$ cat src/rtl/xbc_pkg.sv
package xbc_pkg;
  typedef enum logic [2:0] {
    ST_IDLE, ST_T1, ST_T2, ST_TX, ST_TW, ST_T3
  } busState_e;

  typedef struct packed {
    logic load;     // capture request fields
    logic drvAddr;  // low address on shared bus
    logic drvData;  // data phase (write data if writing)
    logic asAct;
    logic dsAct;
    logic inCycle;  // T1..T3
    logic done;
  } busStrobe_t;
endpackage

$ cat src/rtl/xbc_ctrl.sv
module xbc_ctrl
  import xbc_pkg::*;
#(
  parameter int EXT_CLKS = 2
) (
  input  logic       clk,
  input  logic       rstN,
  input  logic       reqValid,
  input  logic       extTiming,
  input  logic       waitN,
  output busStrobe_t stb
);
  localparam int CW = $clog2(EXT_CLKS + 1);
  localparam logic [CW-1:0] LAST = CW'(EXT_CLKS - 1);

  busState_e state, nextState;
  logic [CW-1:0] extCnt;
  logic          extLat;

  always_comb begin
    nextState = state;
    unique case (state)
      ST_IDLE: if (reqValid) nextState = ST_T1;
      ST_T1:   nextState = ST_T2;
      ST_T2:   if (extLat)     nextState = ST_TX;
               else if (!waitN) nextState = ST_TW;
               else             nextState = ST_T3;
      ST_TX:   if (extCnt == LAST) nextState = waitN ? ST_T3 : ST_TW;
      ST_TW:   if (waitN) nextState = ST_T3;
      ST_T3:   nextState = ST_IDLE;
      default: nextState = ST_IDLE;
    endcase
  end

  always_ff @(posedge clk or negedge rstN) begin
    if (!rstN) begin
      state  <= ST_IDLE;
      extCnt <= '0;
      extLat <= 1'b0;
    end else begin
      state <= nextState;
      if (state == ST_IDLE && reqValid) extLat <= extTiming;
      if (state == ST_TX) extCnt <= extCnt + 1'b1;
      else                extCnt <= '0;
    end
  end

  always_comb begin
    stb         = '0;
    stb.load    = (state == ST_IDLE) && reqValid;
    stb.drvAddr = (state == ST_T1);
    stb.asAct   = (state == ST_T1);
    stb.dsAct   = (state == ST_T2) || (state == ST_TX) ||
                  (state == ST_TW) || (state == ST_T3);
    stb.drvData = stb.dsAct;
    stb.inCycle = stb.asAct || stb.dsAct;
    stb.done    = (state == ST_T3);
  end
endmodule

$ cat src/rtl/xbc_datapath.sv
module xbc_datapath
  import xbc_pkg::*;
#(
  parameter int ADDR_W = 16,
  parameter int DATA_W = 8
) (
  input  logic              clk,
  input  logic              rstN,
  input  busStrobe_t        stb,
  input  logic              reqWrite,
  input  logic              reqDataMem,
  input  logic [ADDR_W-1:0] reqAddr,
  input  logic [DATA_W-1:0] reqWdata,
  input  logic [DATA_W-1:0] adIn,
  output logic [DATA_W-1:0] adOut,
  output logic              adOe,
  output logic [ADDR_W-DATA_W-1:0] addrHi,
  output logic              asN,
  output logic              dsN,
  output logic              rwN,
  output logic              dmN,
  output logic              rspDone,
  output logic [DATA_W-1:0] rspRdata
);
  logic [ADDR_W-1:0] addrR;
  logic [DATA_W-1:0] wdataR;
  logic              writeR, dmR;

  always_ff @(posedge clk or negedge rstN) begin
    if (!rstN) begin
      addrR  <= '0;
      wdataR <= '0;
      writeR <= 1'b0;
      dmR    <= 1'b0;
    end else if (stb.load) begin
      addrR  <= reqAddr;
      wdataR <= reqWdata;
      writeR <= reqWrite;
      dmR    <= reqDataMem;
    end
  end

  assign adOe     = stb.drvAddr || (stb.drvData && writeR);
  assign adOut    = stb.drvAddr ? addrR[DATA_W-1:0] : wdataR;
  assign addrHi   = addrR[ADDR_W-1:DATA_W];
  assign asN      = ~stb.asAct;
  assign dsN      = ~stb.dsAct;
  assign rwN      = stb.inCycle ? ~writeR : 1'b1;
  assign dmN      = stb.inCycle ? ~dmR : 1'b1;
  assign rspDone  = stb.done;
  assign rspRdata = (stb.done && !writeR) ? adIn : '0;
endmodule

$ cat src/rtl/xbus_master.sv
module xbus_master
  import xbc_pkg::*;
#(
  parameter int ADDR_W   = 16,
  parameter int DATA_W   = 8,
  parameter int EXT_CLKS = 2
) (
  input  logic              clk,
  input  logic              rstN,
  input  logic              reqValid,
  input  logic              reqWrite,
  input  logic              reqDataMem,
  input  logic              extTiming,
  input  logic [ADDR_W-1:0] reqAddr,
  input  logic [DATA_W-1:0] reqWdata,
  output logic              rspDone,
  output logic [DATA_W-1:0] rspRdata,
  output logic [DATA_W-1:0] adOut,
  output logic              adOe,
  input  logic [DATA_W-1:0] adIn,
  output logic [ADDR_W-DATA_W-1:0] addrHi,
  output logic              asN,
  output logic              dsN,
  output logic              rwN,
  output logic              dmN,
  input  logic              waitN
);
  busStrobe_t stb;

  xbc_ctrl #(.EXT_CLKS(EXT_CLKS)) u_ctrl (
    .clk(clk), .rstN(rstN), .reqValid(reqValid),
    .extTiming(extTiming), .waitN(waitN), .stb(stb)
  );

  xbc_datapath #(.ADDR_W(ADDR_W), .DATA_W(DATA_W)) u_dp (
    .clk(clk), .rstN(rstN), .stb(stb),
    .reqWrite(reqWrite), .reqDataMem(reqDataMem),
    .reqAddr(reqAddr), .reqWdata(reqWdata), .adIn(adIn),
    .adOut(adOut), .adOe(adOe), .addrHi(addrHi),
    .asN(asN), .dsN(dsN), .rwN(rwN), .dmN(dmN),
    .rspDone(rspDone), .rspRdata(rspRdata)
  );
endmodule

$ cat config.mk
export PLATFORM = sky130hd
export DESIGN_NAME = xbus_master
export DESIGN_NICKNAME = d
export VERILOG_FILES = /design/src/rtl/xbc_pkg.sv /design/src/rtl/xbc_ctrl.sv /design/src/rtl/xbc_datapath.sv /design/src/rtl/xbus_master.sv
export SDC_FILE = /design/constraint.sdc
export NUM_CORES = 1
export LEC_CHECK = 0
export BUFFER_PORTS_ARGS = -buffer_cell sky130_fd_sc_hd__buf_4
export CORE_UTILIZATION = 53
export CTS_BUF_LIST = sky130_fd_sc_hd__clkbuf_4
export DETAILED_ROUTE_END_ITERATION = 8
export PLACE_DENSITY = 0.92
export SYNTH_ARGS = -nofsm -noshare
export SYNTH_HDL_FRONTEND = slang
export SYNTH_SLANG_ARGS = --single-unit
$ cat constraint.sdc
create_clock -name clk -period 3.1 [get_ports clk]
set_clock_uncertainty 0.15 [all_clocks]
set_input_delay 0.465 -clock clk [delete_from_list [all_inputs] [get_ports clk]]
set_output_delay 0.465 -clock clk [all_outputs]
set_load 0.02 [all_outputs]
== Word-level counts from Yosys, hierarchy flattened ==
Cells that the tools add are included.
Widths: inputs -> output; s select.
Cells by class
  $add $sub $neg: 1
  equal/unequal tests: 9
  bitwise operators: 4
  multiplexer cells: 11
  reductions and logical operators: 11
Operators by type and width (count)
  $mux 8: 2
  $pmux 3 s5: 1
  $mux 3: 4
  $eq 3x2->1 const B: 2
  $eq 3x3->1 const B: 2
  $logic_or 1x1->1: 5
  $ne 2x2->1 const B: 2
  $not 1->1: 4
  $eq 3x1->1 const B: 1
  $logic_and 1x1->1: 3
  $logic_not 3->1: 1
  $mux 1: 3
  $reduce_and 3->1: 1
  $add 2x1->2 const B: 1
  $eq 2x1->1 const B: 1
  $mux 2: 1
  $ne 2x1->1 const B: 1
  $logic_not 1->1: 1
Storage, ports and cells
  bits in registers: 32
  output and inout bits: 30

== Longest topological paths before layout ==
  depth after elaboration: 6
  gate-level depth with buffers: 6

== By module ==
From an unflattened synthesis, not the netlist that was laid out.
Second synthesis, totals
  cells, all modules: 119
  area, all modules: 1665.3 sq um
Modules (own cells, without submodules)
  xbc_datapath: area each 1328.8 sq um, times used 1, cells an instance 87, seq. area each 650.6 sq um
  xbc_ctrl: area each 336.6 sq um, times used 1, cells an instance 32, seq. area each 150.1 sq um

== Worst setup path before layout ==
OpenSTA, ideal clock, no wires.
  path type: register to output
  start point: register u_ctrl.state[1]
  end point: output port adOut[0]
  cell stages (with the launch flop): 6
  required time: 2.485 ns
  arrival time: 1.254 ns
  path slack: 1.231 ns
  cells stage by stage: dfrtp_1 > buf_6 > nor2_1 > and2_1 > buf_2 > mux2_2
Between the ends
  cells in the longest elaborated chain, start to end: 2
Ends and longest elaborated chain
  start: declaration: line xbc_ctrl.sv:16  | busState_e state, nextState;
  start signal: assignment: line xbc_ctrl.sv:41  | state <= nextState;
  $eq 3x1->1: line xbc_ctrl.sv:51  | stb.drvAddr = (state == ST_T1);
  $mux 8: line xbc_datapath.sv:44  | assign adOut = stb.drvAddr ? addrR[DATA_W-1:0] : wdataR;
  end: declaration: line xbus_master.sv:18  | output logic [DATA_W-1:0] adOut,
No other way between the ends.

== Final worst setup path ==
  start point: register u_ctrl.state[1]
  end point: output port adOut[6]
Same word-level chain as after synthesis.

==> impl_metrics.json <==
{
  "status": "complete, but fails checks",
  "violations": "design-rule violations",
  "synth_edf_count": 0,
  "worst_pin_slew_ns": 0.849,
  "clock_path_buffers": 2,
  "dr.pass1.iters": 7,
  "design_area_um2": 2130,
  "grt_pass1_wl_mm": 5.58,
  "dr_total_vias": 1132,
  "clk_latency_ns": 0.33,
  "yosysMostFrequentCell": "dfrtp_1",
  "setup_viol": 0,
  "drc": 7,
  "first_iter_violations": 36,
  "clock.fmax_ghz": 0.393,
  "finalHoldViolCount": 0,
  "crit_type": "register to output pin",
  "leakagePower_nw": 1.06,
  "final.min_clock_period_ns": 2.54,
  "viasPerCell": 5.27,
  "cpPeakStageDelay_ns": 0.50,
  "postSynth.asyncResetShare_pct": 100,
  "maxSlewHeadroom_pct": 43.1,
  "place_area_um2": 2070,
  "synth_area_leader_cell": "dfrtp_1",
  "die_x_um": 57.4,
  "synth-seq-cells": 32,
  "synth.net_count": 161,
  "dp_hpwl_mm": 2.67,
  "timing.rr.end": "u_dp.writeR",
  "tritoncts": "done",
  "grt_pass1_vias": 1181,
  "numPortBuffers": 68,
  "core-area_um2": 2830,
  "min_to": "u_dp.wdataR[0]",
  "cap_violations": 0,
  "syn_area_per_cell_um2": 13.5,
  "die_h_um": 57.4,
  "post_cts_resized": 0,
  "gp_congestion": 0.771,
  "slew_viol_final": 0,
  "synth_cells": 121,
  "cp_num_buf_inv": 1,
  "antenna_found_initial": 0,
  "reg2reg_depth": 3,
  "crit_path_start_kind": "register",
  "cts_root_buf": "clkbuf_4",
  "hold_depth": 2,
  "wl_per_cell_um": 16.1,
  "worstHoldStart": "reqWdata[0]",
  "path_depth": 4,
  "rrSetupSlack_ns": 0.93,
  "diodes": 0,
  "grt_max_degree": 33,
  "ir_worst_vdd_mv": 0.701,
  "timing.rr.start": "u_ctrl.state[0]",
  "hold_path_class": "input pin to register",
  "ys_types": 24,
  "crit_family": "simple AND/OR/NAND/NOR gates",
  "synth.yosys.seq_area_share_pct": 49.2,
  "cts_buffers": 5,
  "rows": 19,
  "numClockSinks": 32,
  "ys_top_cells_by_area": "dfrtp_1, mux2_4, mux2_2",
  "rsz0062_at_grt": "no",
  "clk_pin_slew_worst_paths_ns": 0.10,
  "start_util_pct": 57.5,
  "fillers": 190,
  "grt_use_total_pct": 23.0,
  "finalPower_mw": 2.25,
  "crit_slowest_cell": "dfrtp_1",
  "synth_top_area_share_pct": 49.2,
  "dieArea_um2": 3300,
  "post-route-period-util_pct": 82.1,
  "crit_chain": "nor2_1, and2_1, mux2_2, buf_4",
  "synth_warnings": 0,
  "worstPathRequired_ns": 2.48,
  "drive_above_1_share_pct": 60.3,
  "crit_path_max_fanout": 9,
  "ant_nets": 0,
  "powerDensity_nw_per_um2": 1050,
  "place_inst": 207,
  "arrival_ns": 1.93,
  "holdBufCountCts": 1,
  "synthTopCellsByCount": "dfrtp_1, mux2_4, mux2_2, and2_1, buf_4",
  "post-cts-setup-buffers": 0,
  "setup_slack_ns": 0.555,
  "end_kind": "output pin",
  "fin_nets": 224,
  "instances_no_fill": 215,
  "setup_tns_ns": 0,
  "syn2layout_area_growth_pct": 31.1,
  "ys.flop_type": "dfrtp_1",
  "pre_cts_ws_ns": 0.883,
  "wl_mm": 3.47,
  "syn_area_um2": 1630,
  "grt_overflow": 0,
  "ioPinCount": 69,
  "h-tree-depth": 2
}
[worst max-delay path by stage]
stage | start | endpoint
final | u_ctrl.state[1] | adOut[6]
after global routing | u_ctrl.state[1] | adOut[6]
after CTS | u_ctrl.state[1] | adOut[6]
after detailed placement | u_ctrl.state[1] | adOut[6]
after global placement | u_ctrl.state[1] | adOut[4]
after floorplan | u_ctrl.state[1] | adOut[0]
[cells in the final DEF, fill, tap and decap left out, types with 2 or more instances in the layout]
master	instances
and2_1	10
inv_1	4
nor2b_1	2
o21ai_0	4
nor2_1	4
dfrtp_1	32
nand2_1	4
clkbuf_4	6
buf_4	68
a21oi_1	2
mux2_2	16
mux2_4	18
nand3_1	2
[layer usage]
| layer | global-route usage (%) | wire [um] | up-vias |
|---|---|---|---|
| met3 | 6.58 | 293 | 5 |
| met4 | 6.27 | 32 | 0 |
| met2 | 40.7 | 1820 | 57 |
| li1 | - | - | 529 |
| met1 | 27.1 | 1320 | 541 |
| met5 | 0 | 0 | - |
[layout make-up]
| class | count | area, um^2 | share of cell area (%) |
|---|---|---|---|
| timing repair buffer | 70 | 541 | 25.3 |
| multi-input combinational | 71 | 688 | 32.3 |
| sequential | 32 | 801 | 37.5 |
| clock buffer | 6 | 45.0 | 2.11 |
| clock inverter | 1 | 5.00 | 0.235 |
| tap | 31 | 38.8 | 1.82 |
| inverter | 4 | 15.0 | 0.704 |
[worst register-to-register path, stage by stage (launching register included)]
cell and delay, ns:
dfrtp_1 0.50, nor4b_4 0.82, buf_12 0.27, mux2_4 0.32
[logic make-up (layout without fill, tap and decap cells)]
group                    Yosys count  count (layout)  share of synthesized area, %
AO/OA/AOI/OAI                      9               9                          3.31
adder cells (fa/ha/maj)            1               1                         0.769
buffers and inverters             18              81                          9.07
flip-flops                        32              32                          49.2
multiplexers                      35              35                          28.3
AND/OR/NAND/NOR                   26              26                          9.38
[flip-flops by register name, indices dropped and copies added (netlist names)]
name	flops
u_dp.dmR	1
u_ctrl.extLat	1
u_dp.addrR	16
u_ctrl.extCnt	2
u_ctrl.state	3
u_dp.writeR	1
u_dp.wdataR	8
[power breakdown]
group | switching, mW | leakage, nW | total, mW | internal (mW)
logic | 0.560 | 0.646 | 1.23 | 0.675
clock network | 0.133 | 0.0315 | 0.225 | 0.0921
registers | 0.165 | 0.384 | 0.788 | 0.623
total | 0.858 | 1.06 | 2.25 | 1.39
[through the flow]
stage	hold WS (ns)	utilization, %
2_1_floorplan	0.0194	-
3_3_place_gp	0.259	73.3
3_5_place_dp	0.272	73.3
4_1_cts	0.194	75.4
5_1_grt	0.194	75.4
6_report	0.209	75.4
Note: power is estimated with default switching activity, not from simulation.
